==> config.mk <==
export PLATFORM = sky130hd
export DESIGN_NAME = dp_contention_arb
export DESIGN_NICKNAME = d
export VERILOG_FILES = /design/src/rtl/dpa_pkg.sv /design/src/rtl/dpa_port_track.sv /design/src/rtl/dpa_decide.sv /design/src/rtl/dpa_wgate.sv /design/src/rtl/dp_contention_arb.sv
export SDC_FILE = /design/constraint.sdc
export NUM_CORES = 1
export LEC_CHECK = 0
export ABC_AREA = 0
export BUFFER_PORTS_ARGS = -buffer_cell sky130_fd_sc_hd__clkbuf_2
export CORE_MARGIN = 2
export CORE_UTILIZATION = 46
export DETAILED_ROUTE_END_ITERATION = 12
export HOLD_SLACK_MARGIN = 0.08
export PLACE_DENSITY_LB_ADDON = 0.15
export SLEW_MARGIN = 20
export SYNTH_ARGS = -nofsm -noshare
export SYNTH_HDL_FRONTEND = slang
export SYNTH_HIERARCHICAL = 1
export SYNTH_SLANG_ARGS = --single-unit
==> constraint.sdc <==
create_clock -name clk -period 3 [get_ports clk]
set_input_delay 0.6 -clock clk [delete_from_list [all_inputs] [get_ports clk]]
set_output_delay 0.6 -clock clk [all_outputs]
set_load 0.03 [all_outputs]
==> src/rtl/dpa_pkg.sv <==
package dpa_pkg;

    localparam int NPORT = 2;
    localparam int PL    = 0;
    localparam int PR    = 1;

    typedef enum logic [1:0] {
        WIN_NONE  = 2'd0,
        WIN_LEFT  = 2'd1,
        WIN_RIGHT = 2'd2
    } winner_e;

    typedef struct packed {
        logic old;
        logic settled;
    } trk_t;

    // Earlier request wins; equal age falls to the left port.
    function automatic winner_e pick_fresh(input logic l_old, input logic r_old);
        return (r_old && !l_old) ? WIN_RIGHT : WIN_LEFT;
    endfunction

endpackage

==> src/rtl/dpa_port_track.sv <==
module dpa_port_track #(
    parameter int ADDR_W     = 11,
    parameter int SETTLE_CYC = 2
) (
    input  logic              clk,
    input  logic              rst,
    input  logic              cs_n,
    input  logic [ADDR_W-1:0] addr,
    output dpa_pkg::trk_t     trk_o
);
    localparam int CW = (SETTLE_CYC < 1) ? 1 : $clog2(SETTLE_CYC + 1);
    localparam logic [CW-1:0] SETTLE_V = CW'(SETTLE_CYC);

    logic              last_en_q;
    logic [ADDR_W-1:0] last_addr_q;
    logic [CW-1:0]     age_q;
    logic              old;
    logic [CW-1:0]     age_now;

    always_comb begin
        old     = last_en_q && !cs_n && (addr == last_addr_q);
        age_now = old ? age_q : '0;
        trk_o.old     = old;
        trk_o.settled = !cs_n && (age_now >= SETTLE_V);
    end

    always_ff @(posedge clk) begin
        if (rst) begin
            last_en_q   <= 1'b0;
            last_addr_q <= '0;
            age_q       <= '0;
        end else begin
            last_en_q   <= !cs_n;
            last_addr_q <= addr;
            if (cs_n)
                age_q <= '0;
            else if (age_now < SETTLE_V)
                age_q <= age_now + CW'(1);
            else
                age_q <= age_now;
        end
    end

    // a settled request has kept its address and select.
    p_settled_stable_r10: assert property (@(posedge clk) disable iff (rst)
        (trk_o.settled && SETTLE_CYC > 0) |-> (!cs_n && $stable(addr)));

    // a freshly raised select is never settled at once.
    p_fresh_unsettled_r10: assert property (@(posedge clk) disable iff (rst)
        ($fell(cs_n) && SETTLE_CYC > 0) |-> !trk_o.settled);

endmodule

==> src/rtl/dpa_decide.sv <==
module dpa_decide (
    input  logic             clk,
    input  logic             rst,
    input  logic             match_i,
    input  logic             l_old_i,
    input  logic             r_old_i,
    output dpa_pkg::winner_e winner_o
);
    import dpa_pkg::*;

    winner_e win_q;
    logic    hold;

    always_comb begin
        hold = (win_q != WIN_NONE) && l_old_i;
        if (!match_i)
            winner_o = WIN_NONE;
        else if (hold)
            winner_o = win_q;
        else
            winner_o = pick_fresh(l_old_i, r_old_i);
    end

    always_ff @(posedge clk) begin
        if (rst) win_q <= WIN_NONE;
        else     win_q <= winner_o;
    end

    // an ongoing collision keeps its winner.
    p_hold_winner_r6: assert property (@(posedge clk) disable iff (rst)
        (!$past(rst) && match_i && $past(match_i) && l_old_i)
            |-> (winner_o == $past(winner_o)));

    // simultaneous newcomers resolve to the left port.
    p_tie_left_r4: assert property (@(posedge clk) disable iff (rst)
        (match_i && !l_old_i && !r_old_i) |-> (winner_o == WIN_LEFT));

    // an older right request beats a new left one.
    p_older_right_r3: assert property (@(posedge clk) disable iff (rst)
        (match_i && r_old_i && !l_old_i && win_q == WIN_NONE) |-> (winner_o == WIN_RIGHT));

endmodule

==> src/rtl/dpa_wgate.sv <==
module dpa_wgate (
    input  logic slave_i,
    input  logic we_i,
    input  logic cs_n_i,
    input  logic lose_i,
    input  logic ext_busy_n_i,
    input  logic settled_i,
    output logic wr_ok_o
);
    logic inhibit;

    always_comb begin
        if (slave_i) inhibit = !ext_busy_n_i || !settled_i;
        else         inhibit = lose_i;
        wr_ok_o = we_i && !cs_n_i && !inhibit;
    end

endmodule

==> src/rtl/dp_contention_arb.sv <==
module dp_contention_arb #(
    parameter int ADDR_W     = 11,
    parameter int SETTLE_CYC = 2
) (
    input  logic              clk,
    input  logic              rst,
    input  logic              slave_mode,
    input  logic              l_cs_n,
    input  logic [ADDR_W-1:0] l_addr,
    input  logic              l_we,
    input  logic              r_cs_n,
    input  logic [ADDR_W-1:0] r_addr,
    input  logic              r_we,
    input  logic              ext_busy_l_n,
    input  logic              ext_busy_r_n,
    output logic              busy_l_n,
    output logic              busy_r_n,
    output logic              any_busy,
    output logic              l_wr_ok,
    output logic              r_wr_ok
);
    import dpa_pkg::*;

    logic [ADDR_W-1:0] addr_a  [NPORT];
    logic              cs_n_a  [NPORT];
    logic              we_a    [NPORT];
    logic              ext_n_a [NPORT];
    logic              lose_a  [NPORT];
    logic              wok_a   [NPORT];
    trk_t              trk_a   [NPORT];
    logic              match;
    winner_e           winner;

    always_comb begin
        addr_a[PL]  = l_addr;       addr_a[PR]  = r_addr;
        cs_n_a[PL]  = l_cs_n;       cs_n_a[PR]  = r_cs_n;
        we_a[PL]    = l_we;         we_a[PR]    = r_we;
        ext_n_a[PL] = ext_busy_l_n; ext_n_a[PR] = ext_busy_r_n;
    end

    for (genvar p = 0; p < NPORT; p++) begin : g_port
        dpa_port_track #(
            .ADDR_W     (ADDR_W),
            .SETTLE_CYC (SETTLE_CYC)
        ) u_trk (
            .clk   (clk),
            .rst   (rst),
            .cs_n  (cs_n_a[p]),
            .addr  (addr_a[p]),
            .trk_o (trk_a[p])
        );

        dpa_wgate u_gate (
            .slave_i      (slave_mode),
            .we_i         (we_a[p]),
            .cs_n_i       (cs_n_a[p]),
            .lose_i       (lose_a[p]),
            .ext_busy_n_i (ext_n_a[p]),
            .settled_i    (trk_a[p].settled),
            .wr_ok_o      (wok_a[p])
        );
    end

    assign match = !slave_mode && !l_cs_n && !r_cs_n && (l_addr == r_addr);

    dpa_decide u_dec (
        .clk      (clk),
        .rst      (rst),
        .match_i  (match),
        .l_old_i  (trk_a[PL].old),
        .r_old_i  (trk_a[PR].old),
        .winner_o (winner)
    );

    always_comb begin
        lose_a[PL] = (winner == WIN_RIGHT);
        lose_a[PR] = (winner == WIN_LEFT);
        busy_l_n   = !lose_a[PL];
        busy_r_n   = !lose_a[PR];
        any_busy   = (winner != WIN_NONE);
        l_wr_ok    = wok_a[PL];
        r_wr_ok    = wok_a[PR];
    end

    // differing addresses never raise busy.
    p_no_busy_diff_r1: assert property (@(posedge clk) disable iff (rst)
        (l_addr != r_addr) |-> (busy_l_n && busy_r_n));

    // a deselected port removes all busy.
    p_cs_idle_r2: assert property (@(posedge clk) disable iff (rst)
        (l_cs_n || r_cs_n) |-> (busy_l_n && busy_r_n));

    // never both sides busy.
    p_never_both_r5: assert property (@(posedge clk) disable iff (rst)
        (busy_l_n || busy_r_n));

    // master loser cannot write.
    p_gate_left_r8: assert property (@(posedge clk) disable iff (rst)
        (!slave_mode && !busy_l_n) |-> !l_wr_ok);
    p_gate_right_r8: assert property (@(posedge clk) disable iff (rst)
        (!slave_mode && !busy_r_n) |-> !r_wr_ok);

    // slave never drives busy and honours external inhibit.
    p_slave_quiet_r9: assert property (@(posedge clk) disable iff (rst)
        slave_mode |-> (busy_l_n && busy_r_n && !any_busy));
    p_slave_ext_r9: assert property (@(posedge clk) disable iff (rst)
        (slave_mode && (!ext_busy_l_n || !ext_busy_r_n))
            |-> (!(l_wr_ok && !ext_busy_l_n) && !(r_wr_ok && !ext_busy_r_n)));

    // combined flag tracks the busy pins.
    p_any_r11: assert property (@(posedge clk) disable iff (rst)
        any_busy == (!busy_l_n || !busy_r_n));

endmodule

==> summary.txt <==
Outcome
  • Run status: complete, but fails checks
  • Failing checks: setup timing

Run
  • Max-cap violations: 0

Placed design
  • Final GP Congestion: ~0.78
  • Post-Place Cell Area: 1854 um^2
  • Worst slack, placed: -0.2827 ns
  • Number of port buffers: 35
  • Final HPWL DP: 2.316 mm

STA
  • Setup-failing EPs final: 2
  • Final worst slack: -0.1195 ns
  • Final Hold Vio Count: 0
  • Worst-Margin Slew: 0.5733 ns
  • Worst Hold Margin: 0.5400 ns
  • Highest clock rate: ~320 MHz
  • Final min period: between 3 and 4 ns
  • RSZ-0062 raised after global routing: true
  • Final Skew: between 0.01 and 0.015 ns
  • Rel. slew slack: around three fifths
  • Crit share post-route: 104.0%
  • Max Slew Vio Count: 0

Route
  • Total Wirelength: about 3.0 mm
  • Vias per cell: 4.875
  • First drt pass iteration count: 4
  • Antenna Nets Post-Route: 0
  • 1st-iter DRT viols: 30
  • Vias: ~1200
  • Routed len/inst: roughly 12 um
  • # DRC: 0

GRT
  • Initial antenna violation count: 0
  • Largest net degree at the start of global routing: 31
  • Grt ovf: 0
  • Number of global-route vias before repair: around 1100
  • First-pass GRT wire length: just over 5 mm
  • GRT Total Usage: around a fifth

Clock network
  • CTS Buf Count: 5
  • Buffer depth of the longest clock path: 2
  • CTS HTree Levels: 2
  • Clk_lat worst skew: between 0.3 and 0.4 ns
  • CTS tree: built
  • Root Buffer: clkbuf_4
  • Worst-path clk slew: approximately 0.090 ns
  • Hold-fix buffers at CTS: 0
  • Sink Count: 30

Logic synthesis
  • Post-Syn Area per Cell: ~10 um^2
  • Syn Std Cell Area: ~1400 um^2
  • Largest cells by area after synthesis: dfxtp_1 42%, xor2_1 14%, nor2b_1 9.7%
  • Synthesized Nets: 172
  • Number of synthesized flops with an enable pin: 0
  • Post-synth top area share: around 42%
  • Main flop type after synthesis: dfxtp_1
  • Cell accounting for the most synthesized area: dfxtp_1
  • Yosys cell types: 26
  • Mapped Cells: between 100 and 150
  • Yosys reg bits: 30
  • Sequential fraction of the synthesis area: 42.18%
  • Synth async-reset ratio: 0%
  • Ys Warns: 6

Hold path
  • Hold-critical path depth: 2
  • Hold WC Path Type: input port to register

Finish
  • Commonest non-fill, non-tap cell in the layout: clkbuf_2
  • Post-Layout Inst Area: ~2000 um^2
  • Highest-count cells in the layout ignoring fill and taps: 31 x clkbuf_2, 30 x dfxtp_1, 30 x buf_4
  • Area Overhead vs Synth: 39.98%
  • Final #Nets: roughly 240
  • Layout cells sized above 1: about 44%
  • ANT cells: 0

Worst setup path
  • Crit Path Category: input port to primary output
  • Crit Path Max Fanout: 4
  • Reg2reg path depth: 8
  • Setup crit start kind: input port
  • Worst EP arrival: roughly 2.5 ns
  • CP Capture Type: primary output
  • Critical Path RT: 2.40 ns

Floorplan
  • FP Rows: 20
  • DIE AREA: 3556 um^2
  • Core Footprint: about 3000 um^2
  • # IOs: 36
  • Die width: 59.64 um
  • Die H: 59.64 um
  • Initial Util: 47.42%

Power
  • Leak: 0.8864 nW
  • Pwr Total: just under 0.9 mW
  • PwrDens: between 400 and 500 nW/um^2
  • Worst vdd ir: between 0.2 and 0.25 mV
==> critical path, cell delays in order <==
cell and delay, ns:
clkbuf_2 0.09, xor2_1 0.14, nor4_2 0.43, and3_4 0.27, nand2b_4 0.14, o211a_4 0.19, nand2b_4 0.13, inv_2 0.03
or2_4 0.22, a21oi_4 0.13, buf_8 0.13
==> logic make-up after synthesis <==
| logic type | after synthesis | share of synthesized area, % |
|---|---|---|
| AND/OR/NAND/NOR | 61 | 29.79 |
| XOR/XNOR | 33 | 20.30 |
| flip-flops | 30 | 42.18 |
| buffers and inverters | 7 | 2.372 |
| AO/OA/AOI/OAI | 6 | 3.603 |
| adder cells (fa/ha/maj) | 2 | 1.757 |
==> sequential cells by signal, indices dropped and copies added (netlist names) <==
name / flops
g_port.u_trk/age_q: 4
g_port.u_trk/last_addr_q: 22
g_port.u_trk/last_en_q: 2
u_dec/win_q: 2
==> synth_stat cells (3+ instances only) <==
master and count:
dfxtp_1 30, inv_1 3, nand2b_1 7, nand4_1 7, nor2b_1 22, nor3_1 4
nor4_2 6, xnor2_1 11, xor2_1 22
==> power breakdown <==
part	internal, mW	total [mW]	switching (mW)
clock network	0.173	0.318	0.145
registers	0.417	0.424	0.00713
logic	0.0738	0.138	0.0638
total	0.663	0.879	0.216
==> per-layer routing <==
metal / vias to the layer above / global-route usage (%) / part of all wire [%]
li1: 598 / - / -
met1: 535 / 24.12 / 45
met2: 29 / 32.65 / 49
met3: 8 / 5.895 / 4.7
met4: 0 / 7.619 / 2.1
met5: - / 0 / 0
==> path summary, 6_finish.rpt <==
| path | startpoint | to | slack (ns) |
|---|---|---|---|
| max | l_addr[6] | l_wr_ok | -0.12 |
| min reg2reg | u_dec/win_q[1] | u_dec/win_q[1] | 0.54 |
| min | r_addr[6] | g_port[1].u_trk/last_addr_q[6] | 0.54 |
| max reg2reg | g_port[1].u_trk/last_addr_q[8] | u_dec/win_q[0] | 1.13 |
==> repair_timing <==
action                     4_1_cts  5_1_grt
hold endpoints to repair         0        0
setup endpoints to repair        3        3
pin swaps                        2        1
buffers inserted                 1        1
gates resized for setup          8        6
==> layout make-up <==
cell class,count,area (um^2)
Clock buffer,5,37.54
Clock inverter,3,40.04
Fill cell,253,1010
Inverter,3,11.26
Multi-Input combinational cell,102,840.8
Sequential cell,30,600.6
Tap cell,33,41.29
Timing Repair Buffer,64,421.7
==> through the flow <==
step                      util [%]  std cells  setup TNS, ns
after floorplan                  -        139       -0.02910
after global placement       61.75        230        -0.4170
after detailed placement     61.75        230        -0.5730
after CTS                    65.75        239        -0.2673
after global routing         66.38        240        -0.4184
final                        66.38        240        -0.2274
Note: power is estimated with default switching activity, not from simulation.
